## src/rtl/acc_alu_pkg.sv

```systemverilog
package acc_alu_pkg;
  typedef enum logic [4:0] {
    OP_NOP  = 5'd0,  OP_ADD  = 5'd1,  OP_ADDC = 5'd2,  OP_SUBB = 5'd3,
    OP_DA   = 5'd4,  OP_INC  = 5'd5,  OP_DEC  = 5'd6,  OP_AND  = 5'd7,
    OP_OR   = 5'd8,  OP_XOR  = 5'd9,  OP_CPL  = 5'd10, OP_CLR  = 5'd11,
    OP_RL   = 5'd12, OP_RLC  = 5'd13, OP_RR   = 5'd14, OP_RRC  = 5'd15,
    OP_SWAP = 5'd16, OP_XCHD = 5'd17, OP_MUL  = 5'd18, OP_DIV  = 5'd19,
    OP_LDA  = 5'd20, OP_LDB  = 5'd21
  } alu_op_e;

  typedef struct packed {
    logic cy;
    logic ac;
    logic ov;
  } alu_flags_t;
endpackage

```

## src/rtl/acc_alu_arith.sv

```systemverilog
module acc_alu_arith #(
  parameter int DW = 8
) (
  input  logic [DW-1:0] a,
  input  logic [DW-1:0] opd,
  input  logic          cy_in,
  input  logic          ac_in,
  input  logic          sub,
  input  logic          use_cy,
  output logic [DW-1:0] sum,
  output logic          cy_o,
  output logic          ac_o,
  output logic          ov_o,
  output logic [DW-1:0] da_val,
  output logic          da_cy
);
  localparam int NW = DW / 2;

  logic [DW-1:0] y;
  logic          ci;
  logic [NW:0]   lo_sum;
  logic [DW-1:0] mid_sum;
  logic [DW:0]   full_sum;
  logic          c_lo, c_mid, c_full;

  // Subtraction is done as A + ~opd + ~CY; the carries are inverted to borrows.
  always_comb begin
    y        = sub ? ~opd : opd;
    ci       = sub ? ~cy_in : (use_cy & cy_in);
    lo_sum   = {1'b0, a[NW-1:0]} + {1'b0, y[NW-1:0]} + {{NW{1'b0}}, ci};
    mid_sum  = {1'b0, a[DW-2:0]} + {1'b0, y[DW-2:0]} + {{(DW-1){1'b0}}, ci};
    full_sum = {1'b0, a} + {1'b0, y} + {{DW{1'b0}}, ci};
    c_lo     = lo_sum[NW];
    c_mid    = mid_sum[DW-1];
    c_full   = full_sum[DW];
    sum      = full_sum[DW-1:0];
    cy_o     = sub ? ~c_full : c_full;
    ac_o     = sub ? ~c_lo : c_lo;
    ov_o     = c_mid ^ c_full;
  end

  logic          lo_fix, hi_fix, pend;
  logic [DW:0]   t1;

  always_comb begin
    lo_fix = ac_in || (a[NW-1:0] > NW'(9));
    t1     = {1'b0, a} + (lo_fix ? (DW+1)'(6) : (DW+1)'(0));
    pend   = cy_in | t1[DW];
    hi_fix = pend || (t1[DW-1:NW] > NW'(9));
    da_val = t1[DW-1:0] + (hi_fix ? (DW'(6) << NW) : DW'(0));
    da_cy  = pend | hi_fix;
  end
endmodule

```

## src/rtl/acc_alu_logic.sv

```systemverilog
module acc_alu_logic
  import acc_alu_pkg::*;
#(
  parameter int DW = 8
) (
  input  logic [4:0]    op_code,
  input  logic [DW-1:0] a,
  input  logic [DW-1:0] opd,
  input  logic          cy_in,
  output logic [DW-1:0] a_nx,
  output logic          cy_nx,
  output logic [DW-1:0] mem_nx
);
  localparam int NW = DW / 2;

  always_comb begin
    a_nx   = a;
    cy_nx  = cy_in;
    mem_nx = {opd[DW-1:NW], a[NW-1:0]};
    case (op_code)
      OP_INC:  a_nx = a + DW'(1);
      OP_DEC:  a_nx = a - DW'(1);
      OP_AND:  a_nx = a & opd;
      OP_OR:   a_nx = a | opd;
      OP_XOR:  a_nx = a ^ opd;
      OP_CPL:  a_nx = ~a;
      OP_CLR:  a_nx = '0;
      OP_RL:   a_nx = {a[DW-2:0], a[DW-1]};
      OP_RR:   a_nx = {a[0], a[DW-1:1]};
      OP_RLC:  {cy_nx, a_nx} = {a, cy_in};
      OP_RRC:  {a_nx, cy_nx} = {cy_in, a};
      OP_SWAP: a_nx = {a[NW-1:0], a[DW-1:NW]};
      OP_XCHD: a_nx = {a[DW-1:NW], opd[NW-1:0]};
      default: a_nx = a;
    endcase
  end
endmodule

```

## src/rtl/acc_alu_muldiv.sv

```systemverilog
module acc_alu_muldiv #(
  parameter int DW = 8
) (
  input  logic [DW-1:0] a,
  input  logic [DW-1:0] b,
  output logic [DW-1:0] mul_lo,
  output logic [DW-1:0] mul_hi,
  output logic          mul_ov,
  output logic [DW-1:0] quo,
  output logic [DW-1:0] rem,
  output logic          div_zero
);
  logic [2*DW-1:0] prod;

  always_comb begin
    prod     = {{DW{1'b0}}, a} * {{DW{1'b0}}, b};
    mul_lo   = prod[DW-1:0];
    mul_hi   = prod[2*DW-1:DW];
    mul_ov   = |mul_hi;
    div_zero = (b == '0);
    // Divide by zero holds both registers, so stable values are presented.
    quo      = div_zero ? a : a / b;
    rem      = div_zero ? b : a % b;
  end
endmodule

```

## src/rtl/acc_alu.sv

```systemverilog
module acc_alu
  import acc_alu_pkg::*;
#(
  parameter int DW = 8
) (
  input  logic          clk,
  input  logic          rst_n,
  input  logic          op_valid,
  input  logic [4:0]    op_code,
  input  logic [DW-1:0] operand,
  output logic [DW-1:0] acc,
  output logic [DW-1:0] breg,
  output logic          cy,
  output logic          ac,
  output logic          ov,
  output logic [DW-1:0] mem_out,
  output logic          mem_valid
);
  localparam int NW = DW / 2;

  logic [DW-1:0] acc_q, b_q, mem_q;
  alu_flags_t    fl_q;
  logic          mem_vld_q;

  logic [DW-1:0] acc_n, b_n, mem_n;
  alu_flags_t    fl_n;
  logic          mem_vld_n;

  logic [DW-1:0] ar_sum, ar_da;
  logic          ar_cy, ar_ac, ar_ov, ar_dacy, is_sub, is_addc;
  logic [DW-1:0] lg_a, lg_mem;
  logic          lg_cy;
  logic [DW-1:0] md_lo, md_hi, md_q, md_r;
  logic          md_ov, md_dz;

  assign is_sub  = (op_code == OP_SUBB);
  assign is_addc = (op_code == OP_ADDC);

  acc_alu_arith #(.DW(DW)) u_arith (
    .a(acc_q), .opd(operand), .cy_in(fl_q.cy), .ac_in(fl_q.ac),
    .sub(is_sub), .use_cy(is_addc), .sum(ar_sum), .cy_o(ar_cy),
    .ac_o(ar_ac), .ov_o(ar_ov), .da_val(ar_da), .da_cy(ar_dacy)
  );

  acc_alu_logic #(.DW(DW)) u_logic (
    .op_code(op_code), .a(acc_q), .opd(operand), .cy_in(fl_q.cy),
    .a_nx(lg_a), .cy_nx(lg_cy), .mem_nx(lg_mem)
  );

  acc_alu_muldiv #(.DW(DW)) u_muldiv (
    .a(acc_q), .b(b_q), .mul_lo(md_lo), .mul_hi(md_hi), .mul_ov(md_ov),
    .quo(md_q), .rem(md_r), .div_zero(md_dz)
  );

  always_comb begin
    acc_n     = acc_q;
    b_n       = b_q;
    fl_n      = fl_q;
    mem_n     = mem_q;
    mem_vld_n = 1'b0;
    if (op_valid) begin
      case (op_code)
        OP_ADD, OP_ADDC, OP_SUBB: begin
          acc_n = ar_sum;
          fl_n  = '{cy: ar_cy, ac: ar_ac, ov: ar_ov};
        end
        OP_DA: begin
          acc_n   = ar_da;
          fl_n.cy = ar_dacy;
        end
        OP_INC, OP_DEC, OP_AND, OP_OR, OP_XOR, OP_CPL, OP_CLR,
        OP_RL, OP_RLC, OP_RR, OP_RRC, OP_SWAP: begin
          acc_n   = lg_a;
          fl_n.cy = lg_cy;
        end
        OP_XCHD: begin
          acc_n     = lg_a;
          mem_n     = lg_mem;
          mem_vld_n = 1'b1;
        end
        OP_MUL: begin
          acc_n   = md_lo;
          b_n     = md_hi;
          fl_n.cy = 1'b0;
          fl_n.ov = md_ov;
        end
        OP_DIV: begin
          acc_n   = md_q;
          b_n     = md_r;
          fl_n.cy = 1'b0;
          fl_n.ov = md_dz;
        end
        OP_LDA: acc_n = operand;
        OP_LDB: b_n   = operand;
        default: ;
      endcase
    end
  end

  always_ff @(posedge clk or negedge rst_n) begin
    if (!rst_n) begin
      acc_q     <= '0;
      b_q       <= '0;
      fl_q      <= '0;
      mem_q     <= '0;
      mem_vld_q <= 1'b0;
    end else begin
      acc_q     <= acc_n;
      b_q       <= b_n;
      fl_q      <= fl_n;
      mem_q     <= mem_n;
      mem_vld_q <= mem_vld_n;
    end
  end

  assign acc       = acc_q;
  assign breg      = b_q;
  assign cy        = fl_q.cy;
  assign ac        = fl_q.ac;
  assign ov        = fl_q.ov;
  assign mem_out   = mem_q;
  assign mem_valid = mem_vld_q;

  // decimal adjust may set the carry but never clear it
  assert_da_keeps_carry_R4: assert property (@(posedge clk) disable iff (!rst_n)
    (op_valid && op_code == OP_DA && cy) |=> cy);

  // increment and decrement leave every flag alone
  assert_incdec_flags_R5: assert property (@(posedge clk) disable iff (!rst_n)
    (op_valid && (op_code == OP_INC || op_code == OP_DEC)) |=> $stable({cy, ac, ov}));

  // rotate-left through carry moves old CY into bit 0 and old bit 7 into CY
  assert_rlc_ring_R7: assert property (@(posedge clk) disable iff (!rst_n)
    (op_valid && op_code == OP_RLC) |=> (acc[0] == $past(cy)) && (cy == $past(acc[DW-1])));

  // nibble swap
  assert_swap_R8: assert property (@(posedge clk) disable iff (!rst_n)
    (op_valid && op_code == OP_SWAP) |=>
      (acc == {$past(acc[NW-1:0]), $past(acc[DW-1:NW])}));

  // exchange pulses mem_valid once with the operand's upper nibble kept
  assert_xchd_pulse_R9: assert property (@(posedge clk) disable iff (!rst_n)
    (op_valid && op_code == OP_XCHD) |=>
      mem_valid && (mem_out[DW-1:NW] == $past(operand[DW-1:NW])) &&
      (mem_out[NW-1:0] == $past(acc[NW-1:0])));

  assert_mem_valid_single_R9: assert property (@(posedge clk) disable iff (!rst_n)
    (mem_valid && !(op_valid && op_code == OP_XCHD)) |=> !mem_valid);

  // multiply clears the carry
  assert_mul_clears_cy_R10: assert property (@(posedge clk) disable iff (!rst_n)
    (op_valid && op_code == OP_MUL) |=> !cy);

  // divide by zero raises OV and holds A and B
  assert_div_zero_R11: assert property (@(posedge clk) disable iff (!rst_n)
    (op_valid && op_code == OP_DIV && breg == '0) |=>
      ov && !cy && $stable(acc) && $stable(breg));

  // idle cycles leave the state untouched
  assert_idle_hold_R13: assert property (@(posedge clk) disable iff (!rst_n)
    (!op_valid) |=> $stable({acc, breg, cy, ac, ov, mem_out}) && !mem_valid);
endmodule

```

## config.mk

```make
export PLATFORM = sky130hd
export DESIGN_NAME = acc_alu
export DESIGN_NICKNAME = d
export VERILOG_FILES = /design/src/rtl/acc_alu_pkg.sv /design/src/rtl/acc_alu_arith.sv /design/src/rtl/acc_alu_logic.sv /design/src/rtl/acc_alu_muldiv.sv /design/src/rtl/acc_alu.sv
export SDC_FILE = /design/constraint.sdc
export NUM_CORES = 1
export LEC_CHECK = 0
export ABC_AREA = 1
export CORE_MARGIN = 1
export CORE_UTILIZATION = 61
export DETAILED_ROUTE_END_ITERATION = 8
export DONT_BUFFER_PORTS = 1
export PLACE_DENSITY = 0.8
export SKIP_CTS_REPAIR_TIMING = 1
export SYNTH_ARGS = -nofsm -noshare
export SYNTH_HDL_FRONTEND = slang
export SYNTH_HIERARCHICAL = 1
export SYNTH_SLANG_ARGS = --single-unit
export TNS_END_PERCENT = 30
```

## constraint.sdc

```tcl
create_clock -name clk -period 8.8 [get_ports clk]
set_input_delay 1.32 -clock clk [delete_from_list [all_inputs] [get_ports clk]]
set_output_delay 1.32 -clock clk [all_outputs]
set_load 0.005 [all_outputs]
```

==> results of run 1 <==
==> logic make-up after synthesis <==
family | count (synthesis) | synth area share, %
adders and majority gates | 151 | 25.5
AOI/OAI and AO/OA | 119 | 8.05
and+or+nand+nor | 743 | 39.3
buffers and inverters | 283 | 13.7
muxes | 8 | 1.04
xor gates and xnor gates | 43 | 4.35
DFF | 28 | 8.09
==> sequential cells by signal (all words and copies together), names as in the netlist <==
signal / cells
cy: 1
mem_out: 8
mem_valid: 1
ac: 1
acc: 8
ov: 1
breg: 8
==> worst max-delay path, delay by kind of cell (launching register included) <==
family,cells,cell delay [ps]
and+or+nand+nor,30,3420
adders and majority gates,8,2230
AOI/OAI and AO/OA,15,1960
buffers and inverters,10,960
DFF,1,410
xor gates and xnor gates,1,200
==> synth_stat cells (all sizes together), types with 4 or more instances <==
| cell type | count |
|---|---|
| a21oi | 48 |
| a22oi | 4 |
| a31oi | 4 |
| and2 | 6 |
| buf | 24 |
| clkbuf | 14 |
| dfrtp | 28 |
| fa | 42 |
| ha | 109 |
| inv | 244 |
| mux2 | 8 |
| nand2 | 470 |
| nand3 | 98 |
| nand3b | 8 |
| nand4 | 38 |
| nor2 | 103 |
| nor3 | 9 |
| o21ai | 50 |
| or2 | 9 |
| xnor2 | 11 |
| xor2 | 32 |
==> metal layers <==
layer  vias to the layer above  share of wire (%)
met5                         -                  0
met4                         0                3.3
met3                        74                9.2
met2                       509                 47
met1                      4355                 40
li1                       4528                  -
==> layout make-up <==
class	instances	area, um^2	share of cell area [%]
Multi-Input combinational cell	1064	7430	71.0
Timing Repair Buffer	135	1040	9.92
Inverter	245	957	9.15
Sequential cell	28	702	6.71
Tap cell	180	225	2.15
Clock buffer	3	75.1	0.718
Clock inverter	1	30.0	0.287
Timing Repair inverter	1	6.26	0.0598
==> worst min-delay path by stage <==
| stage | to | slack, ps | cells after the start |
|---|---|---|---|
| CTS | mem_out[1] | 550 | 1 |
| global route | mem_out[3] | 570 | 1 |
| floorplan | ac | 490 | 2 |
| global placement | mem_out[2] | 520 | 1 |
| detailed placement | mem_out[1] | 530 | 1 |
| finish | mem_out[5] | 540 | 1 |
==> stage by stage <==
step	instance area, um^2	worst slack [ps]	TNS [ps]	util (%)
after floorplan	8730	8.10	0	-
after global placement	9580	-420	-2660	69.0
after detailed placement	9580	-588	-4280	69.0
after CTS	9690	-638	-4730	69.8
after global routing	10500	-929	-7490	75.4
final	10500	-488	-3440	75.4
==> summary.txt, run 1 <==
Status
  – Violated checks: setup timing
  – Status: finished with violations

Floorplanning
  – DIE AREA: 0.0147 mm^2
  – CORE AREA: 0.0139 mm^2
  – IO Count: 44
  – Starting Density: 62.4%
  – Row cnt: 43
  – Chip Width: 121 um
  – Height of the die: between 100 and 150 um

Critical path
  – Maximum fanout along the worst path: 6
  – Nature of the critical path endpoint: register
  – Worst setup path class: register to register
  – Last element of the critical path: breg[1]
  – Most used cell, CP: nand2_1
  – Slowest cell on crit path: dfrtp_1
  – CP max stage delay: 410 ps
  – Critical R2R Capture: breg[1]
  – Reg2reg start: acc[7]
  – R2R setup slack: -490 ps
  – Worst EP arrival: 9450 ps
  – Worst setup startpoint: acc[7]
  – Critical Path Start Type: register
  – Worst EP required: 8960 ps
  – Cells on worst reg2reg path: 64

Clock network
  – CTS buffer count: 3
  – CTS tree: yes
  – Root Driver: clkbuf_16
  – Worst-Skew Late Latency: 270 ps
  – Htree depth: 1
  – Clock slew seen by the registers of the worst setup and hold paths: 80 ps
  – Clk sinks: 28
  – Clock Path Buffers: 2

Layout
  – Most frequent cells in the layout: nand2_1 (425), inv_1 (215), buf_4 (131)
  – Nets: roughly 1600
  – Inserted Diodes: 0
  – Area grow syn2layout: 20.8%
  – Filler Cells Inserted: 1090
  – Final Non-Filler Cells: 1657
  – Commonest non-fill, non-tap cell in the layout: nand2_1
  – Layout cells sized above 1: about 24%

Synthesis
  – Asr flop ratio synth: 100%
  – Seq cells post-synth: 28
  – Synth Net Count: 1542
  – Post-synth EDFFs: 0
  – Dominant synthesized flop cell: dfrtp_1
  – Mean post-synth cell area: roughly 6.3 um^2
  – Area contributors post-synth: nand2_1 (20%), ha_1 (16%), inv_1 (9.8%)
  – Synthesized area: between 0.008 and 0.009 mm^2
  – Syn Inst Count: 1375
  – Synth unique cells: 50
  – Largest area contributor in the netlist: nand2_1
  – YS warnings: 6
  – Share of the synthesized area in the top cell type: 19.6%
  – Post-synthesis sequential area ratio: 8.09%

STA
  – Slew Limit Fails: 0
  – Final setup viols: 9
  – Final Hold Viols: 0
  – Crit share post-route: 106%
  – Min Clock Period, post-route: 9290 ps
  – Max transition margin: a little over half
  – Worst slew pin tran: 708 ps
  – Peak Freq: between 0.1 and 0.15 GHz
  – Fin Hold WS: roughly 540 ps
  – RSZ-0062 raised after global routing: true
  – Post-route setup slack: -488 ps
  – Fin Clk Skew: ~1.7 ps

GRT
  – Largest net degree at the start of global routing: 29
  – Met1 track utilization from global routing: roughly half
  – Initial antenna violation count: 0
  – First-pass GRT wire length: about 40000 um
  – Vias in the first global route: 8444
  – GRT Total Usage: about a third
  – GRT busiest layer: met2
  – Global-route track usage on met2: 57.9%
  – Met3 Track Usage GR: 3.85%
  – Gr ovfl total: 0

Routing
  – Vias: 9466
  – TritonRoute pass-1 iters: 7
  – Remaining routing DRC violations: 0
  – Wirelength per Cell: roughly 17 um
  – Drt total wl: between 20000 and 30000 um
  – Vias per inst: around 5.7
  – Initial DRC count: between 900 and 1000
  – Antenna-violating nets left: 0

Min path
  – Min-delay src: mem_out[5]
  – Worst min path class: register to register

Placed design
  – IO buf count: 0
  – Final GP Congestion: between 0.9 and 1
  – Placed cells: 1632
  – Detail Placement HPWL: 19800 um

Job
  – Max-Cap Viols: 0
Power of run 1 is left out: the tool's default activity adds up to more than one toggle a clock period on the data nets, which glitch-free logic cannot reach.
==> run 2, diff against run 1 <==
TNS_END_PERCENT = not set   (was 30)
==> summary.txt, run 2 (synthesis results as in run 1) <==
Critical path
  – CP max stage delay: 410 ps
  – Slowest cell on crit path: dfrtp_1
  – Most used cell, CP: ha_4
  – Worst EP required: 8930 ps
  – Worst setup path class: register to register
  – R2R setup slack: -450 ps
  – Critical R2R Capture: breg[6]
  – Worst EP arrival: 9390 ps
  – Maximum fanout along the worst path: 6
  – Nature of the critical path endpoint: register
  – Cells on worst reg2reg path: 65
  – Critical Path Start Type: register
  – Reg2reg start: acc[7]

STA
  – Setup_tns: -3080 ps
  – Fin Clk Skew: about 2.1 ps
  – Post-route setup slack: -453 ps
  – Slew Limit Fails: 0
  – Max transition margin: 53.7%
  – Final Hold Viols: 0
  – Peak Freq: 0.108 GHz
  – Crit share post-route: 105%
  – RSZ-0062 raised after global routing: true
  – Worst slew pin tran: 692 ps
  – Min Clock Period, post-route: 9250 ps
  – Final setup viols: 9

GRT
  – First-pass GRT wire length: 40900 um
  – Largest net degree at the start of global routing: 29
  – Vias in the first global route: 8444
  – Initial antenna violation count: 0
  – GRT Total Usage: between 30% and 40%
  – Gr ovfl total: 0

Routing
  – Drt total wl: 27900 um
  – TritonRoute pass-1 iters: 9
  – Antenna-violating nets left: 0
  – Wirelength per Cell: ~17 um
  – Vias: about 9500
  – DRT met1 WL: between 10000 and 15000 um
  – DR WL met3: 2550 um
  – Remaining routing DRC violations: 0
  – DR top layer: met4
  – Initial DRC count: 958
  – Vias per inst: 5.71
  – Routed wl met2: 13100 um

Clock network
  – CTS buffer count: 3
  – CTS tree: yes
  – Htree depth: 1
  – Clock slew seen by the registers of the worst setup and hold paths: 80 ps
  – Clock Path Buffers: 2
  – Worst-Skew Late Latency: 270 ps
  – Root Driver: clkbuf_16
  – Clk sinks: 28

Min path
  – Min-delay src: mem_out[5]
  – Worst min path class: register to register
  – Hold Crit Endpoint: mem_out[5]
  – Worst hold path depth: 1

Layout
  – Commonest non-fill, non-tap cell in the layout: nand2_1
  – Filler Cells Inserted: 1098
  – Layout cells sized above 1: 24.4%
  – Inserted Diodes: 0
  – Nets: 1645
  – Most frequent cells in the layout: nand2_1 (425), inv_1 (215), buf_4 (131)
  – Area grow syn2layout: 20.9%

Floorplanning
  – DIE AREA: 0.0147 mm^2
  – Chip Width: 121 um
  – Row cnt: 43
  – CORE AREA: 0.0139 mm^2
  – Height of the die: 121 um
  – Starting Density: around 62%
  – IO Count: 44

Status
  – Status: finished with violations
  – Violated checks: setup timing

Placed design
  – Final GP Congestion: 0.972
  – Setup WS pre-CTS: -588 ps
  – IO buf count: 0
  – Detail Placement HPWL: 19800 um

Job
  – Max-Cap Viols: 0
run 2: area by class of cell:
cell class                      count  area (um^2)  area share, %
Clock buffer                        3         75.1          0.717
Timing Repair inverter              1         6.26         0.0598
Inverter                          245          957           9.14
Multi-Input combinational cell   1064         7430           71.0
Clock inverter                      1         30.0          0.287
Sequential cell                    28          702           6.71
Timing Repair Buffer              135         1040           9.91
Tap cell                          180          225           2.15
run 2: worst max-delay path by stage:
stage	to	from	depth (start not counted)	slack (ps)
after CTS	breg[0]	acc[7]	65	-640
after global placement	breg[0]	acc[7]	65	-420
after floorplan	breg[0]	breg[0]	65	8
after global routing	breg[1]	acc[7]	69	-870
final	breg[6]	acc[7]	65	-450
after detailed placement	breg[3]	acc[7]	66	-590
run 2: metrics by stage:
step           utilization [%]  hold WS, ps  area [um^2]  std cells
3_5_place_dp              69.0          531         9580       1632
4_1_cts                   69.8          547         9690       1636
5_1_grt                   75.4          566        10500       1657
3_3_place_gp              69.0          521         9580       1632
6_report                  75.4          541        10500       1657
2_1_floorplan                -          486         8730       1375
run 2: worst max-delay path: cells and delay by family (launching register included):
family / cells / cell delay, ps
AO/OA/AOI/OAI: 15 / 1940
XOR/XNOR: 1 / 190
adder cells (fa/ha/maj): 8 / 2230
buffers and inverters: 11 / 1030
flip-flops: 1 / 410
AND/OR/NAND/NOR: 30 / 3300
run 2: metal layers:
| metal | up-vias | GRT usage [%] |
|---|---|---|
| met5 | - | 0 |
| met4 | 0 | 10.8 |
| met3 | 85 | 3.85 |
| met2 | 462 | 57.9 |
| met1 | 4392 | 48.4 |
| li1 | 4527 | - |
Power of run 2 is left out for the same reason.
